`src/rtl/cmpkey_pkg.sv`:
```
package cmpkey_pkg;

    typedef enum logic [1:0] {
        ROT_HOLD  = 2'd0,
        ROT_UP    = 2'd1,
        ROT_DOWN  = 2'd2
    } rot_op_e;

    // Decode the strobes: a write wins, opposing strobes cancel.
    function automatic rot_op_e decode_rot(input logic wr, input logic up, input logic down);
        rot_op_e op;
        op = ROT_HOLD;
        if (!wr) begin
            if (up && !down)      op = ROT_UP;
            else if (down && !up) op = ROT_DOWN;
        end
        return op;
    endfunction

endpackage

```
`src/rtl/cmpkey_segptr.sv`:
```
module cmpkey_segptr #(
    parameter int unsigned NSEG  = 4,
    parameter int unsigned PTR_W = (NSEG > 1) ? $clog2(NSEG) : 1
) (
    input  logic             clk,
    input  logic             rst_n,
    input  logic [PTR_W-1:0] lim_lo,
    input  logic [PTR_W-1:0] lim_hi,
    input  logic             step,
    output logic [PTR_W-1:0] ptr
);
    localparam logic [PTR_W-1:0] LAST = PTR_W'(NSEG - 1);

    typedef struct packed {
        logic [PTR_W-1:0] ptr;
    } ptr_state_t;

    ptr_state_t st_d, st_q;

    always_comb begin
        st_d = st_q;
        if (step) begin
            if (st_q.ptr == lim_hi)    st_d.ptr = lim_lo;
            else if (st_q.ptr == LAST) st_d.ptr = '0;
            else                       st_d.ptr = st_q.ptr + 1'b1;
        end
    end

    always_ff @(posedge clk) begin
        if (!rst_n) st_q.ptr <= lim_lo;
        else        st_q     <= st_d;
    end

    assign ptr = st_q.ptr;

endmodule

```
`src/rtl/cmpkey_rotator.sv`:
```
module cmpkey_rotator
    import cmpkey_pkg::*;
#(
    parameter int unsigned KEY_W  = 64,
    parameter int unsigned PART_W = $clog2(KEY_W + 1)
) (
    input  logic [KEY_W-1:0]  key_i,
    input  logic [PART_W-1:0] field_w,
    input  rot_op_e           op,
    output logic [KEY_W-1:0]  key_o
);
    localparam logic [PART_W-1:0] FULL = PART_W'(KEY_W);

    logic [PART_W-1:0] w_clamped;
    logic [PART_W-1:0] low_edge;
    logic              low_bit;
    logic [KEY_W-1:0]  in_field;
    logic [KEY_W-1:0]  up_v;
    logic [KEY_W-1:0]  down_v;

    always_comb begin
        w_clamped = (field_w > FULL) ? FULL : field_w;
        low_edge  = FULL - w_clamped;
    end

    // Lowest bit of the CAM field, selected by the partition edge.
    always_comb begin
        low_bit = 1'b0;
        for (int j = 0; j < KEY_W; j++) begin
            if (PART_W'(j) == low_edge) low_bit = key_i[j];
        end
    end

    for (genvar i = 0; i < KEY_W; i++) begin : g_bit
        assign in_field[i] = (PART_W'(i) >= low_edge);

        if (i == 0) begin : g_bottom
            assign up_v[i] = key_i[KEY_W-1];
        end else begin : g_mid_up
            assign up_v[i] = (PART_W'(i) == low_edge) ? key_i[KEY_W-1] : key_i[i-1];
        end

        if (i == KEY_W - 1) begin : g_top
            assign down_v[i] = low_bit;
        end else begin : g_mid_down
            assign down_v[i] = key_i[i+1];
        end
    end

    always_comb begin
        key_o = key_i;
        for (int k = 0; k < KEY_W; k++) begin
            if (in_field[k]) begin
                case (op)
                    ROT_UP:   key_o[k] = up_v[k];
                    ROT_DOWN: key_o[k] = down_v[k];
                    default:  key_o[k] = key_i[k];
                endcase
            end
        end
    end

endmodule

```
`src/rtl/cmpkey_reg.sv`:
```
module cmpkey_reg
    import cmpkey_pkg::*;
#(
    parameter int unsigned KEY_W  = 64,
    parameter int unsigned SEG_W  = 16,
    parameter int unsigned NSEG   = KEY_W / SEG_W,
    parameter int unsigned PTR_W  = (NSEG > 1) ? $clog2(NSEG) : 1,
    parameter int unsigned PART_W = $clog2(KEY_W + 1)
) (
    input  logic              clk,
    input  logic              rst_n,
    input  logic [PTR_W-1:0]  seg_start,
    input  logic [PTR_W-1:0]  seg_end,
    input  logic              wr_en,
    input  logic [SEG_W-1:0]  wr_data,
    input  logic              rd_en,
    output logic [SEG_W-1:0]  rd_data,
    input  logic              shl,
    input  logic              shr,
    input  logic [PART_W-1:0] cam_width,
    output logic [PTR_W-1:0]  seg_ptr,
    output logic [KEY_W-1:0]  key_out
);
    typedef struct packed {
        logic [NSEG-1:0][SEG_W-1:0] key;
    } key_state_t;

    key_state_t        st_d, st_q;
    rot_op_e           rot_op;
    logic [KEY_W-1:0]  rotated;
    logic [PTR_W-1:0]  ptr;

    cmpkey_segptr #(
        .NSEG  (NSEG),
        .PTR_W (PTR_W)
    ) u_ptr (
        .clk    (clk),
        .rst_n  (rst_n),
        .lim_lo (seg_start),
        .lim_hi (seg_end),
        .step   (wr_en | rd_en),
        .ptr    (ptr)
    );

    assign rot_op = decode_rot(wr_en, shl, shr);

    cmpkey_rotator #(
        .KEY_W  (KEY_W),
        .PART_W (PART_W)
    ) u_rot (
        .key_i   (st_q.key),
        .field_w (cam_width),
        .op      (rot_op),
        .key_o   (rotated)
    );

    always_comb begin
        st_d.key = rotated;
        if (wr_en) begin
            st_d.key      = st_q.key;
            st_d.key[ptr] = wr_data;
        end
    end

    always_ff @(posedge clk) begin
        if (!rst_n) st_q <= '0;
        else        st_q <= st_d;
    end

    assign rd_data = st_q.key[ptr];
    assign seg_ptr = ptr;
    assign key_out = st_q.key;

endmodule

```
`config.mk`:
```
export PLATFORM = sky130hd
export DESIGN_NAME = cmpkey_reg
export DESIGN_NICKNAME = d
export VERILOG_FILES = /design/src/rtl/cmpkey_pkg.sv /design/src/rtl/cmpkey_segptr.sv /design/src/rtl/cmpkey_rotator.sv /design/src/rtl/cmpkey_reg.sv
export SDC_FILE = /design/constraint.sdc
export NUM_CORES = 1
export LEC_CHECK = 0
export ABC_AREA = 1
export BUFFER_PORTS_ARGS = -buffer_cell sky130_fd_sc_hd__buf_2
export CORE_MARGIN = 2
export CORE_UTILIZATION = 40
export CTS_CLUSTER_SIZE = 12
export DETAILED_ROUTE_END_ITERATION = 8
export PLACE_DENSITY = 0.65
export SETUP_SLACK_MARGIN = 0.15
export SYNTH_ARGS = -nofsm -noshare
export SYNTH_HDL_FRONTEND = slang
export SYNTH_SLANG_ARGS = --single-unit
```
`constraint.sdc`:
```
create_clock -name clk -period 5.1 [get_ports clk]
set_input_delay 0.255 -clock clk [delete_from_list [all_inputs] [get_ports clk]]
set_output_delay 0.255 -clock clk [all_outputs]
set_load 0.02 [all_outputs]
```
Word level (Yosys, flattened, before mapping)
Index checks and enable logic that the tools add are counted.
{"block": "word_totals", "ff_bits": 66, "out_inout_bits": 82, "elab_cells": 609}
{"block": "classes", "n_addsub": 2, "order_cmp": 67, "n_eq_ne": 70, "muxes": 269, "n_bitwise": 1, "reduce_logical": 135}
{"cell": "6-bit by 7-bit equality test with 1-bit output (first input constant)", "count": 32}
{"cell": "6-bit by 7-bit >= comparator with 1-bit output (first input constant)", "count": 32}
{"cell": "1-bit two-way mux", "count": 191}
{"cell": "1-bit one-hot mux with 2 select lines", "count": 64}
{"cell": "2-bit nonzero test", "count": 64}
{"cell": "2-bit AND reduction", "count": 63}
{"cell": "5-bit by 7-bit equality test with 1-bit output (first input constant)", "count": 16}
{"cell": "5-bit by 7-bit >= comparator with 1-bit output (first input constant)", "count": 16}
{"cell": "64-bit bitwise mux", "count": 1}
{"cell": "64-bit two-way mux", "count": 1}
{"cell": "4-bit by 7-bit equality test with 1-bit output (first input constant)", "count": 8}
{"cell": "4-bit by 7-bit >= comparator with 1-bit output (first input constant)", "count": 8}
{"cell": "16-bit binary-select mux with 2-bit select", "count": 1}
{"cell": "16-bit demux with 2-bit select", "count": 1}
{"cell": "16-bit two-way mux", "count": 2}
{"cell": "3-bit by 7-bit equality test with 1-bit output (first input constant)", "count": 4}
{"cell": "3-bit by 7-bit >= comparator with 1-bit output (first input constant)", "count": 4}
{"cell": "2-bit by 7-bit equality test with 1-bit output (first input constant)", "count": 2}
{"cell": "1-bit by 7-bit >= comparator with 1-bit output (first input constant)", "count": 2}
{"cell": "2-bit by 7-bit >= comparator with 1-bit output (first input constant)", "count": 2}
{"cell": "2-bit two-way mux", "count": 7}
{"cell": "1-bit by 7-bit equality test with 1-bit output (first input constant)", "count": 1}
{"cell": "7-bit > comparator (second input constant)", "count": 1}
{"cell": "7-bit zero test", "count": 1}
{"cell": "other kinds (15)", "count": 20}

Depth between registers and ports, before layout
{"block": "logic_depth", "word_depth": 71, "ltp_mapped": 71}

By module
Synthesis repeated with hierarchy kept, for this count alone.
{"block": "unflattened", "hier_cells": 1475, "area_unflattened_um2": 7708.6}
{"module": "cmpkey_rotator", "n_inst": 1, "cells_per_inst": 852, "area_each_um2": 4097.7, "seq_area_each_um2": 0.0}
{"module": "cmpkey_reg", "n_inst": 1, "cells_per_inst": 599, "area_each_um2": 3452.1, "seq_area_each_um2": 1281.2}
{"module": "cmpkey_segptr", "n_inst": 1, "cells_per_inst": 24, "area_each_um2": 158.9, "seq_area_each_um2": 60.1}

Least setup slack after synthesis
Ideal clock, no wire load.
{"block": "synth_timing", "kind": "input to register", "startpoint": "input cam_width[6]", "endpoint": "register st_q, in the netlist key_out[63]", "setup_time_ns": 0.122, "t_arrival_ns": 4.170, "required_time_ns": 4.978, "slack_ns": 0.808, "stages": 66, "cell_sequence": "inv_4 -> nand2_1 -> clkinv_1 -> ha_1 -> nor2_1 -> nand2_1 -> nor2_2 -> a21oi_1 -> nand2_1 -> nand2_1 -> nand2_1 -> nand2_1 -> nand2_1 -> nand2_1 -> nand2_1 -> nand2_1 -> nand2_1 -> nand2_1 -> (+30 left out) -> nand2_1 -> nand2_1 -> nand2_1 -> nand2_1 -> nand2_1 -> nand2_1 -> nand2_1 -> nand2_1 -> nand2_1 -> nand2_1 -> nand2_1 -> nand2_1 -> nand2_1 -> nand2_1 -> nand2_1 -> nand2_1 -> nand2_1 -> a21oi_2"}
{"block": "synth_via", "elab_chain_cells": 71, "elab_cells_between_ends": 139}
{"element": "from (decl)", "line_no": "cmpkey_reg.sv:20", "rtl": "input logic [PART_W-1:0] cam_width,"}
{"element": "7-bit > comparator", "line_no": "cmpkey_rotator.sv:22", "rtl": "w_clamped = (field_w > FULL) ? FULL : field_w;"}
{"element": "7-bit two-way mux (*)", "line_no": "cmpkey_rotator.sv:22"}
{"element": "7-bit subtractor (*)", "line_no": "cmpkey_rotator.sv:23", "rtl": "low_edge = FULL - w_clamped;"}
{"element": "7-bit zero test", "line_no": "cmpkey_rotator.sv:30", "rtl": "if (PART_W'(j) == low_edge) low_bit = key_i[j];"}
{"element": "1-bit two-way mux (64 in a row)", "line_no": "cmpkey_rotator.sv:30"}
{"element": "1-bit one-hot mux with 2 select lines", "line_no": "cmpkey_rotator.sv:54", "rtl": "case (op)"}
{"element": "1-bit two-way mux", "line_no": "cmpkey_rotator.sv:53", "rtl": "if (in_field[k]) begin"}
{"element": "64-bit two-way mux", "line_no": "cmpkey_reg.sv:59", "rtl": "if (wr_en) begin"}
{"element": "to (signal assigned)", "line_no": "cmpkey_reg.sv:67", "rtl": "else st_q <= st_d;"}
{"element": "to (decl)", "line_no": "cmpkey_reg.sv:28", "rtl": "key_state_t st_d, st_q;"}
Mark *: on every way between the ends. The rest lies on a longest branch, timed or not. The select of a mux whose other input is x is not followed.
A chain may end at the register's enable or synchronous reset.

Final worst setup path
Ends and elaborated chain as after synthesis.

==> impl_metrics.toml <==
[die]
coreArea_sq_mm = 0.0164
initial_core_util_pct = 40.6
row_count = 47
die_x_um = 133
die_area_sq_mm = 0.0177
die_y_um = 133
ios = 115

[clock_tree]
clockBufferDepth = 2
cts_buffers = 9
clk_pin_slew_ps = 60
clock_latency_ps = 360
cts.htree.levels = 3
cts_root_buf = "clkbuf_16"
postCtsHoldBufs = 0
numClockSinks = 66
cts_tree = "yes"

[grt]
grt_antenna_before_repair = 1
grt_max_degree = 47
grt_pass1_wl_um = 54200
grtUsageTotal_pct = 40.8
grt_pass1_vias = 8649
grt_remaining_overflow = 0

[critical_path]
critPathSlowestCell = "ha_4"
crit_path_end_kind = "flop"
critPathRequiredTime_ps = 5390
path_class = "input pin to flop"
cp_slowest_stage_delay_ps = 170
worstPathArrival_ps = 4690
critPathMaxFanout = 8
critPathMostFrequentCell = "nand2_1"
start_kind = "input pin"

[layout]
n_antenna_cell = 0
layout_common_cells = "228 x nand2_1, 148 x a21oi_1, 142 x inv_1"
final_common_cell = "nand2_1"
syn_to_final_growth_pct = 23.0
ff_latch_area_sq_mm = 0.00134
fillers = 1736
nNetsFinal = 1330
multiInputGateArea_sq_mm = 0.00468
layout-drive-gt1-share_pct = 18.6

[synthesis]
synth_seq_cells = 66
yosysWarnings = 0
ys_seq_area_share_pct = 20.1
synthDistinctLibCells = 48
synth_area_sq_mm = 0.00666
synthArstFlopShare_pct = 0
synth_top_cell_by_area = "dfxtp_1"
synth_area_leaders = "dfxtp_1 19%, nand2_1 13%, a21oi_1 11%, o21ai_0 9.2%, nor2_1 8.5%"
synthesis.nets = 1205
yosysTopAreaCellShare_pct = 19.2
syn_avg_cell_area_sq_um = 5.72
yosys_most_used_dff = "dfxtp_1"
synth_edf_count = 2
synth_cells = 1164

[detailed_routing]
wire_per_inst_um = 24.6
drt_iter0_drc = 1751
viasPerCell = 6.35
highest_layer = "met4"
m1WireLength_um = 13800
wl_met2_um = 15400
wl_um = 37200
route.met3.wl_um = 5320
ant_nets = 0
drc = 2
via_count = 9612
dr.pass1.iters = 9

[placed_design]
gp_congestion = 1.09
dp_hpwl_um = 26700
port_buffers = 114

[sta]
fmax_ghz = 0.227
finalSetupViolations = 0
setup_tns_ps = 0
rsz0062_at_grt = "true"
finalHoldViolations = 0
final_max_slew_viol_count = 0
finalClockSkew_ps = 6.91
worst_pin_slew_ps = 1250
whs_ps = 187
fin_crit_ps = 4400
fin_crit_sh_pct = 86.2
timing.slew.headroom_pct = 16.3

[power_and_ir_drop]
internal-power_mw = 1.48
pwr-share-seq_pct = 25.8
swShare_pct = 48.2
clkPwrFrac_pct = 27.2
peakVddDrop_mv = 0.173
power_density_mw_per_mm2 = 348
switchingPower_mw = 1.37
p_leak_nw = 3.53
combPwrFrac_pct = 47.0

[outcome]
outcome = "complete, but fails checks"
failed_checks = "DRC"

[hold_path]
hold_class = "input pin to flop"

[job]
drv_cap = 0
[final timing paths]
kind                            slack, ps  cells after the start          from           end
worst max-delay path                  700                     70  cam_width[6]   key_out[63]
worst min-delay path                  190                      3  seg_start[0]  u_ptr.ptr[0]
worst max register to register        940                     62    key_out[1]   key_out[63]
worst min register to register        520                      2   key_out[18]   key_out[18]
[synthesized netlist by cell type, drive strengths merged (4+ instances only)]
master  instances
a211oi         36
o211ai         11
nand3          29
a21oi         149
o31ai           4
ha              8
o221ai         12
a31oi          23
dfxtp          64
nor2          157
clkinv          6
inv           157
clkbuf         42
nand2         248
a221oi         24
buf             4
o21ai         125
nor3            9
o22ai          20
a22oi          16
[cell type report]
type | count | area share [%]
multi-input combinational | 889 | 57.1
sequential | 66 | 16.4
timing repair buffer | 160 | 11.3
inverter | 163 | 7.65
tap | 220 | 3.36
clock buffer | 11 | 3.08
clock inverter | 5 | 1.22
[worst max-delay path, delay by kind of cell]
family,cells,cell delay (ps)
buffers and inverters,4,380
AOI/OAI and AO/OA,1,140
adders and majority gates,1,170
and+or+nand+nor,64,3770
[registers in the layout, indices dropped and copies added (netlist names)]
register	count
u_ptr.ptr	2
key_out	64
[power groups by stage]
| stage | sequential, mW | combinational (mW) | clock (mW) |
|---|---|---|---|
| floorplan | 0.764 | 0.708 | 0 |
| global placement | 0.739 | 1.25 | 0 |
| detailed placement | 0.737 | 1.25 | 0 |
| CTS | 0.726 | 1.25 | 0.769 |
| global route | 0.738 | 1.41 | 0.793 |
| finish | 0.737 | 1.34 | 0.774 |
[repair_timing]
action | 4_1_cts | 5_1_grt
setup buffers | 0 | 17
setup endpoints to repair | 0 | 1
gates resized for setup | 0 | 48
[routing by layer]
metal | vias up | global-route usage (%)
met5 | - | 0
met4 | 0 | 24.9
met3 | 206 | 11.8
met2 | 859 | 60.6
met1 | 4288 | 52.2
li1 | 4259 | -
[per-stage QoR]
stage | power (mW) | utilization (%) | instances | setup WS (ps) | area (sq um)
2_1_floorplan | 1.47 | - | 1164 | 808 | 6660
3_3_place_gp | 1.99 | 46.0 | 1481 | 236 | 7550
4_1_cts | 2.75 | 48.2 | 1497 | 475 | 7910
3_5_place_dp | 1.98 | 46.0 | 1481 | 197 | 7550
6_report | 2.85 | 50.0 | 1514 | 702 | 8200
5_1_grt | 2.95 | 50.0 | 1514 | 91.6 | 8200
[cell families after synthesis]
| logic type | after synthesis | synth area share [%] |
|---|---|---|
| AOI/OAI and AO/OA | 431 | 38.5 |
| xor gates and xnor gates | 2 | 0.263 |
| adders and majority gates | 8 | 1.50 |
| buffers and inverters | 209 | 12.0 |
| DFF | 66 | 20.1 |
| muxes | 1 | 0.169 |
| and+or+nand+nor | 447 | 27.4 |
Power figures use the tool's default switching activity.
